**src/rtl/iows_pkg.sv**
```systemverilog
package iows_pkg;

  // Sequencer state: waiting for a request, or driving an access.
  typedef enum logic {
    SEQ_IDLE   = 1'b0,
    SEQ_ACTIVE = 1'b1
  } seq_state_e;

endpackage

```
**src/rtl/iows_cfg_regs.sv**
```systemverilog
// Bank of per-region wait-state registers with a single write port.
module iows_cfg_regs #(
  parameter int NREG      = 4,
  parameter int WS_W      = 3,
  parameter int SEL_W     = $clog2(NREG),
  parameter int RESET_VAL = (1 << WS_W) - 1
) (
  input  logic                       clk,
  input  logic                       rst_n,
  input  logic                       we,
  input  logic [SEL_W-1:0]           sel,
  input  logic [WS_W-1:0]            wval,
  output logic [NREG-1:0][WS_W-1:0]  ws_o
);

  localparam logic [WS_W-1:0] INIT = WS_W'(RESET_VAL);

  for (genvar g = 0; g < NREG; g++) begin : g_reg
    logic hit;
    assign hit = we && (sel == SEL_W'(g));

    always_ff @(posedge clk or negedge rst_n) begin
      if (!rst_n) begin
        ws_o[g] <= INIT;
      end else if (hit) begin
        ws_o[g] <= wval;
      end
    end
  end

endmodule

```
**src/rtl/iows_region_dec.sv**
```systemverilog
// Maps a location to its region and selects that region's wait count.
module iows_region_dec #(
  parameter int ADDR_W = 11,
  parameter int NREG   = 4,
  parameter int WS_W   = 3,
  parameter int SEL_W  = $clog2(NREG)
) (
  input  logic [ADDR_W-1:0]          addr,
  input  logic [NREG-1:0][WS_W-1:0]  ws_i,
  output logic [WS_W-1:0]            wait_o
);

  logic [SEL_W-1:0] region;

  // The top address bits divide the space into equal regions.
  assign region = addr[ADDR_W-1 -: SEL_W];

  always_comb begin
    wait_o = '0;
    for (int i = 0; i < NREG; i++) begin
      if (region == SEL_W'(i)) begin
        wait_o = ws_i[i];
      end
    end
  end

endmodule

```
**src/rtl/iows_seq.sv**
```systemverilog
// Access sequencer: latches a request, counts down the wait states,
// drives the strobes and flags the final cycle.
module iows_seq
  import iows_pkg::*;
#(
  parameter int ADDR_W = 11,
  parameter int EXT_W  = 14,
  parameter int DATA_W = 16,
  parameter int WS_W   = 3
) (
  input  logic               clk,
  input  logic               rst_n,
  input  logic               req_valid,
  output logic               req_ready,
  input  logic               req_write,
  input  logic [ADDR_W-1:0]  req_addr,
  input  logic [DATA_W-1:0]  req_wdata,
  input  logic [WS_W-1:0]    load_wait,
  output logic [EXT_W-1:0]   io_addr,
  output logic [DATA_W-1:0]  io_wdata,
  output logic               io_sel,
  output logic               io_rd,
  output logic               io_wr,
  output logic               done,
  output logic               busy
);

  localparam int PAD_W = EXT_W - ADDR_W;

  seq_state_e         state;
  logic [WS_W-1:0]    remain;
  logic [ADDR_W-1:0]  addr_q;
  logic [DATA_W-1:0]  data_q;
  logic               write_q;
  logic               active;
  logic               last;
  logic               take;

  assign active = (state == SEQ_ACTIVE);
  assign last   = active && (remain == '0);
  assign take   = req_valid && (state == SEQ_IDLE);

  always_ff @(posedge clk or negedge rst_n) begin
    if (!rst_n) begin
      state   <= SEQ_IDLE;
      remain  <= '0;
      addr_q  <= '0;
      data_q  <= '0;
      write_q <= 1'b0;
    end else begin
      case (state)
        SEQ_IDLE: begin
          if (take) begin
            state   <= SEQ_ACTIVE;
            remain  <= load_wait;
            addr_q  <= req_addr;
            data_q  <= req_wdata;
            write_q <= req_write;
          end
        end
        SEQ_ACTIVE: begin
          if (remain == '0) begin
            state <= SEQ_IDLE;
          end else begin
            remain <= remain - 1'b1;
          end
        end
        default: state <= SEQ_IDLE;
      endcase
    end
  end

  assign req_ready = (state == SEQ_IDLE);
  assign busy      = active;
  assign done      = last;
  assign io_sel    = active;
  assign io_rd     = active && !write_q;
  assign io_wr     = active && write_q;
  assign io_addr   = {{PAD_W{1'b0}}, addr_q};
  assign io_wdata  = data_q;

endmodule

```
**src/rtl/iows_top.sv**
```systemverilog
// Region-based I/O wait-state generator.
module iows_top #(
  parameter int ADDR_W = 11,
  parameter int EXT_W  = 14,
  parameter int DATA_W = 16,
  parameter int NREG   = 4,
  parameter int WS_W   = 3,
  parameter int SEL_W  = $clog2(NREG)
) (
  input  logic               clk,
  input  logic               rst_n,
  input  logic               req_valid,
  output logic               req_ready,
  input  logic               req_write,
  input  logic [ADDR_W-1:0]  req_addr,
  input  logic [DATA_W-1:0]  req_wdata,
  input  logic               cfg_we,
  input  logic [SEL_W-1:0]   cfg_sel,
  input  logic [WS_W-1:0]    cfg_val,
  output logic [EXT_W-1:0]   io_addr,
  output logic [DATA_W-1:0]  io_wdata,
  output logic               io_sel,
  output logic               io_rd,
  output logic               io_wr,
  output logic               done,
  output logic               busy
);

  logic [NREG-1:0][WS_W-1:0] ws_tbl;
  logic [WS_W-1:0]           sel_wait;

  iows_cfg_regs #(
    .NREG  (NREG),
    .WS_W  (WS_W),
    .SEL_W (SEL_W)
  ) u_regs (
    .clk   (clk),
    .rst_n (rst_n),
    .we    (cfg_we),
    .sel   (cfg_sel),
    .wval  (cfg_val),
    .ws_o  (ws_tbl)
  );

  iows_region_dec #(
    .ADDR_W (ADDR_W),
    .NREG   (NREG),
    .WS_W   (WS_W),
    .SEL_W  (SEL_W)
  ) u_dec (
    .addr   (req_addr),
    .ws_i   (ws_tbl),
    .wait_o (sel_wait)
  );

  iows_seq #(
    .ADDR_W (ADDR_W),
    .EXT_W  (EXT_W),
    .DATA_W (DATA_W),
    .WS_W   (WS_W)
  ) u_seq (
    .clk       (clk),
    .rst_n     (rst_n),
    .req_valid (req_valid),
    .req_ready (req_ready),
    .req_write (req_write),
    .req_addr  (req_addr),
    .req_wdata (req_wdata),
    .load_wait (sel_wait),
    .io_addr   (io_addr),
    .io_wdata  (io_wdata),
    .io_sel    (io_sel),
    .io_rd     (io_rd),
    .io_wr     (io_wr),
    .done      (done),
    .busy      (busy)
  );

endmodule

```
**config.mk**
```make
export PLATFORM = sky130hd
export DESIGN_NAME = iows_top
export DESIGN_NICKNAME = d
export VERILOG_FILES = /design/src/rtl/iows_pkg.sv /design/src/rtl/iows_cfg_regs.sv /design/src/rtl/iows_region_dec.sv /design/src/rtl/iows_seq.sv /design/src/rtl/iows_top.sv
export SDC_FILE = /design/constraint.sdc
export NUM_CORES = 1
export LEC_CHECK = 0
export BUFFER_PORTS_ARGS = -buffer_cell sky130_fd_sc_hd__buf_2
export CORE_MARGIN = 2
export CORE_UTILIZATION = 49
export CTS_BUF_LIST = sky130_fd_sc_hd__clkbuf_16
export DETAILED_ROUTE_END_ITERATION = 16
export HOLD_SLACK_MARGIN = 0.05
export PLACE_DENSITY = 0.78
export SLEW_MARGIN = 20
export SYNTH_ARGS = -nofsm -noshare
export SYNTH_HDL_FRONTEND = slang
export SYNTH_SLANG_ARGS = --single-unit
```
**constraint.sdc**
```tcl
create_clock -name clk -period 1.4 [get_ports clk]
set_input_delay 0.07 -clock clk [delete_from_list [all_inputs] [get_ports clk]]
set_output_delay 0.07 -clock clk [all_outputs]
set_load 0.03 [all_outputs]
```
# Yosys cells after proc, flatten, opt, wreduce, memory -nomap -nowiden

Index checks and enable logic that the tools add are counted.

Register bits after elaboration: 44
Output and inout bits: 36
Word-level logic and storage cells: 43

$add $sub $neg: 1
Muxes and demuxes: 10
Equal/unequal tests: 8
Bitwise gates (word level): 1
Reduce and logical (&&, ||, !) cells: 14

Operator list:

| operator            | count |
|---|---|
| $mux 3              | 6 |
| $eq 2x2->1 const B  | 4 |
| $logic_and 1x1->1   | 8 |
| $pmux 3 s2          | 1 |
| $eq 2x1->1 const B  | 2 |
| $logic_not 2->1     | 2 |
| $reduce_and 2->1    | 2 |
| $logic_not 3->1     | 1 |
| $sub 3x1->3 const B | 1 |
| $mux 1              | 2 |
| $ne 2x1->1 const B  | 1 |
| $ne 2x2->1 const B  | 1 |
| $pmux 1 s2          | 1 |
| $logic_not 1->1     | 1 |
| $not 1->1           | 1 |

# Longest topological paths before layout

Depth in word-level cells: 7
Gate-level depth with buffers: 6
Depth with buffers taken out: 6

# Cells and area by module

Synthesis repeated with hierarchy kept, for this count alone.

Cells, all modules: 121
Area total of the unflattened synthesis: 2,019.4 um^2

By module, submodules not included:

| module          | cells each | area each (um^2) | instances |
|---|---|---|---|
| iows_seq        | 90         | 1,451.4          | 1 |
| iows_cfg_regs   | 28         | 489.2            | 1 |
| iows_region_dec | 3          | 78.8             | 1 |

# Least setup slack after synthesis

Ideal clock, no wire load.

Path type: flip-flop to flip-flop
Start: register u_seq.state, in the netlist u_seq.busy
End: register u_seq.remain[1]
Period minus slack after synthesis: 1,431 ps
Cell stages (with the launch flop): 5
Path buffers: 0
Data arrival time: 1,345 ps
Library setup time: 87 ps
Slack: -31 ps
Path through: dfrtp_1 nand3b_1 inv_1 nor2_1 o211ai_1

Cells in the longest elaborated chain, start to end: 4
Elaborated cells on any way between the ends: 6

RTL lines:

| item                       | RTL line       | source |
|---|---|---|
| from (decl)                | iows_seq.sv:30 | `seq_state_e state;` |
| from (signal assigned)     | iows_seq.sv:45 | `state <= SEQ_IDLE;` |
| from (signal assigned)     | iows_seq.sv:54 | `state <= SEQ_ACTIVE;` |
| from (signal assigned)     | iows_seq.sv:63 | `state <= SEQ_IDLE;` |
| $not 1->1 (no line)        | n/a            |  |
| $logic_and 1x1->1          | iows_seq.sv:41 | `assign take = req_valid && (state == SEQ_IDLE);` |
| $ne 2x1->1 (no line)       | n/a            |  |
| $reduce_and 2->1 (no line) | n/a            |  |
| to (signal assigned)       | iows_seq.sv:55 | `remain <= load_wait;` |
| to (signal assigned)       | iows_seq.sv:65 | `remain <= remain - 1'b1;` |
| to (decl)                  | iows_seq.sv:31 | `logic [WS_W-1:0] remain;` |

Parallel ways exist; a longest one is shown, timed or not.
A chain may end at the register's enable or synchronous reset.

# Worst setup path in the final report

Start: register u_seq.remain[0]
End: output port done

Cells in the longest elaborated chain, start to end: 2

RTL lines:

| item              | RTL line       | source |
|---|---|---|
| $logic_not 3->1   | iows_seq.sv:40 | `assign last = active && (remain == '0);` |
| $logic_and 1x1->1 | iows_seq.sv:40 |  |
| to (decl)         | iows_top.sv:25 | `output logic done,` |

No other way between the ends.

==> impl_metrics.py <==
metrics = {
    "logic_synthesis": {
        "synthTopCellsByCount": "dfrtp_1, mux2_4, mux2_2",
        "synth_seq_cells": 44,
        "synth_area_leaders": "dfrtp_1, mux2_4, dfstp_2, mux2_2, mux4_2",
        "synth_cell_type_count": 22,
        "synth-simple-area-share_pct": 4.95,
        "synth_top_cell_by_area": "dfrtp_1",
        "synth_top_cell_area_share_pct": 40.6,
        "ys_warn_count": 0,
        "yosys.cell_count.top_type": "dfrtp_1",
        "synthFlopType": "dfrtp_1",
        "synth-seq-area-share_pct": 56.6,
        "synth_edf_count": 0,
        "synth-compound-area-share_pct": 1.20,
        "synthAdderAreaFrac_pct": 1.27,
        "async_flop_share_pct": 100,
        "syn_area_per_cell_um2": 16.3,
        "synth.mux.area_fraction_pct": 31.4,
        "synth_top_family_by_area": "multiplexers",
        "synth-xor-area-share_pct": 0.444,
        "netlist_instances": 121,
        "syn_area_um2": 1970,
    },
    "sta": {
        "fmax_mhz": 740,
        "fin_crit_sh_pct": 96.5,
        "setup_violations": 0,
        "drv_slew": 0,
        "hold_viol_final": 0,
        "fin_skew_ps": 3.75,
        "post-route-min-period_ps": 1350,
    },
    "clocking": {
        "cts_tree": "built",
        "path_clk_slew_ps": 60,
        "cts_made_buffers": 5,
        "cts_root_buf": "clkbuf_16",
        "clkLatencyLatePin_ps": 280,
        "clock_path_buffers": 2,
        "cts_num_sinks": 44,
        "h-tree-depth": 2,
    },
    "floorplan": {
        "initial_utilization_pct": 50.0,
        "die_area_um2": 4550,
        "die_x_um": 67.5,
        "core_area_um2": 3940,
        "die_h_um": 67.5,
        "rows": 23,
        "io_pins": 73,
    },
    "worst_setup_path": {
        "timing.rr.end": "u_seq.remain[2]$_DFFE_PN0P_",
        "cp_slowest_cell": "dfrtp_1",
        "critPathArrivalTime_ps": 1280,
        "criticalPathCategory": "flip-flop to primary output",
        "crit_top_cell": "inv_2",
        "cp.required_ps": 1330,
        "reg2reg_depth": 6,
        "cp-start-kind": "flip-flop",
        "cp-end-kind": "primary output",
        "crit_chain": "inv_2 -> ha_1 -> nand3b_1 -> inv_2 -> buf_4",
        "r2r_slack_ps": 90,
        "worst-path-buf-inv": 3,
        "path_delay_family": "flip-flops",
        "r2r-start": "u_seq.remain[0]$_DFFE_PN0P_",
        "critical-path-max-stage-delay_ps": 380,
        "cp_max_fo": 4,
    },
    "power": {
        "ir_worst_vdd_uv": 1100,
        "swShare_pct": 39.8,
        "p_seq_share_pct": 34.3,
        "power_frac_comb_pct": 48.2,
        "pwr-share-clk_pct": 17.5,
        "power_density_nw_per_um2": 2290,
        "p_switching_mw": 2.54,
        "power.internal_mw": 3.85,
        "power_leakage_nw": 1.35,
    },
    "routing": {
        "detail-route-antenna-nets": 0,
        "via_per_inst": 4.91,
        "wl_um": 4600,
        "drc": 0,
        "drt_iter0_markers": 43,
        "num_vias": 1345,
        "firstDrtPassIters": 4,
        "wl_per_cell_um": 16.8,
    },
    "min_path": {
        "hold_class": "primary input to flip-flop",
        "min-delay-start": "req_wdata[8]",
        "holdPathStages": 2,
        "holdPathEnd": "u_seq.io_wdata[8]$_DFFE_PN0P_",
    },
    "final_layout": {
        "final_net_count": 262,
        "final_area_um2": 2800,
        "antennaDiodeCount": 0,
        "fill_cells": 259,
        "final_layout_size_suffix_gt1_share_pct": 63.8,
        "areaGrowthSynthToFinish_pct": 41.7,
        "stdcell_count": 274,
    },
    "outcome": {
        "outcome": "finished clean",
    },
    "global_routing": {
        "antenna_found_initial": 0,
        "grt_remaining_overflow": 0,
        "grt_max_degree": 27,
        "grt_pass1_wl_um": 6990,
        "grt_usage_pct": 21.4,
        "grt_pass1_vias": 1436,
    },
    "placement": {
        "port-buffer-count": 69,
        "dpl.hpwl_um": 3060,
        "dpl-instance-area_um2": 2380,
        "gp_congestion": 0.760,
        "dp.cells": 239,
    },
    "run": {
        "cap_violations": 0,
    },
}
## layout make-up
type | instances | area [um2] | area share [%]
clock buffer | 5 | 125 | 4.48
clock inverter | 3 | 18.8 | 0.671
inverter | 4 | 15.0 | 0.537
multi-input combinational | 68 | 786 | 28.1
sequential | 44 | 1120 | 40.0
tap | 50 | 62.6 | 2.24
timing repair buffer | 100 | 671 | 24.0
## power groups by stage
stage,clock (mW),sequential [mW],combinational (mW)
detailed placement,0,2.18,2.95
floorplan,0,2.98,1.33
global placement,0,2.14,2.87
global route,1.20,2.26,3.25
finish,1.11,2.19,3.08
CTS,1.14,2.18,3.03
## worst max path at each step
stage,startpoint,cells after the start,slack (ps),to
after floorplan,u_seq.busy$_DFF_PN0_,4,90,u_seq.remain[1]$_DFFE_PN0P_
after global placement,u_seq.busy$_DFF_PN0_,3,190,u_seq.io_wdata[15]$_DFFE_PN0P_
after detailed placement,u_seq.remain[0]$_DFFE_PN0P_,6,120,u_seq.remain[1]$_DFFE_PN0P_
after CTS,u_seq.remain[0]$_DFFE_PN0P_,5,20,done
after global routing,u_seq.remain[1]$_DFFE_PN0P_,5,-6,done
final,u_seq.remain[0]$_DFFE_PN0P_,5,50,done
## metrics by stage
stage	power, mW	worst slack (ps)	setup TNS (ps)	utilization, %	hold WS [ps]
global route	6.71	-6.06	-6.06	70.9	51.5
finish	6.39	49.2	0	70.9	62.0
detailed placement	5.13	120	0	60.4	36.6
CTS	6.35	21.7	0	70.7	61.9
global placement	5.01	192	0	60.4	26.0
floorplan	4.31	88.1	0	-	-226
## worst register-to-register path, stage by stage, from the launching register on
cell      delay [ps]
dfrtp_1          380
inv_2            100
ha_1             160
nand3b_1         120
buf_4            160
a32oi_1          210
nand2_1           70
## sequential cells by signal (all words and copies together), names as in the netlist
signal	flops
u_seq.addr_q	11
u_seq.write_q	1
u_seq.remain	3
u_regs.ws_o	12
u_seq.busy	1
u_seq.io_wdata	16
## routing by layer
layer  GRT usage, %  vias to the layer above  share of wire (%)  routed length, um
li1               -                      618                  -                  -
met1           24.3                      674                 38               1750
met4           8.93                        0                1.9                 89
met3           5.17                        8                3.5                161
met2           38.4                       45                 56               2600
met5              0                        -                  0                  0
## layout by cell type, fill, tap and decap left out, types with 2 or more instances in the layout
cell type,count
clkbuf_16,5
conb_1,3
clkinv_2,2
nand3b_1,3
inv_2,3
mux2_4,27
dfrtp_1,31
nand3_1,2
mux2_2,13
nor2_1,3
buf_2,68
dlygate4sd3_1,26
buf_12,2
o211ai_1,2
ha_1,2
dfstp_2,12
buf_4,4
mux4_2,3
nand2_1,4
## logic make-up (layout without fill, tap and decap cells)
logic type | after synthesis | in the layout
XOR/XNOR | 1 | 1
flip-flops | 44 | 44
adder cells (fa/ha/maj) | 2 | 2
buffers and inverters | 11 | 112
AND/OR/NAND/NOR | 16 | 16
other | 1 | 3
AO/OA/AOI/OAI | 3 | 3
multiplexers | 43 | 43
## repair_timing
action / 4_1_cts / 5_1_grt
resized for setup: 1 / 2
setup endpoints to repair: 1 / 1
hold endpoints to repair: 43 / 0
buffers inserted: 0 / 1
hold buffers: 26 / 0
(Power assumes the default switching activity.)
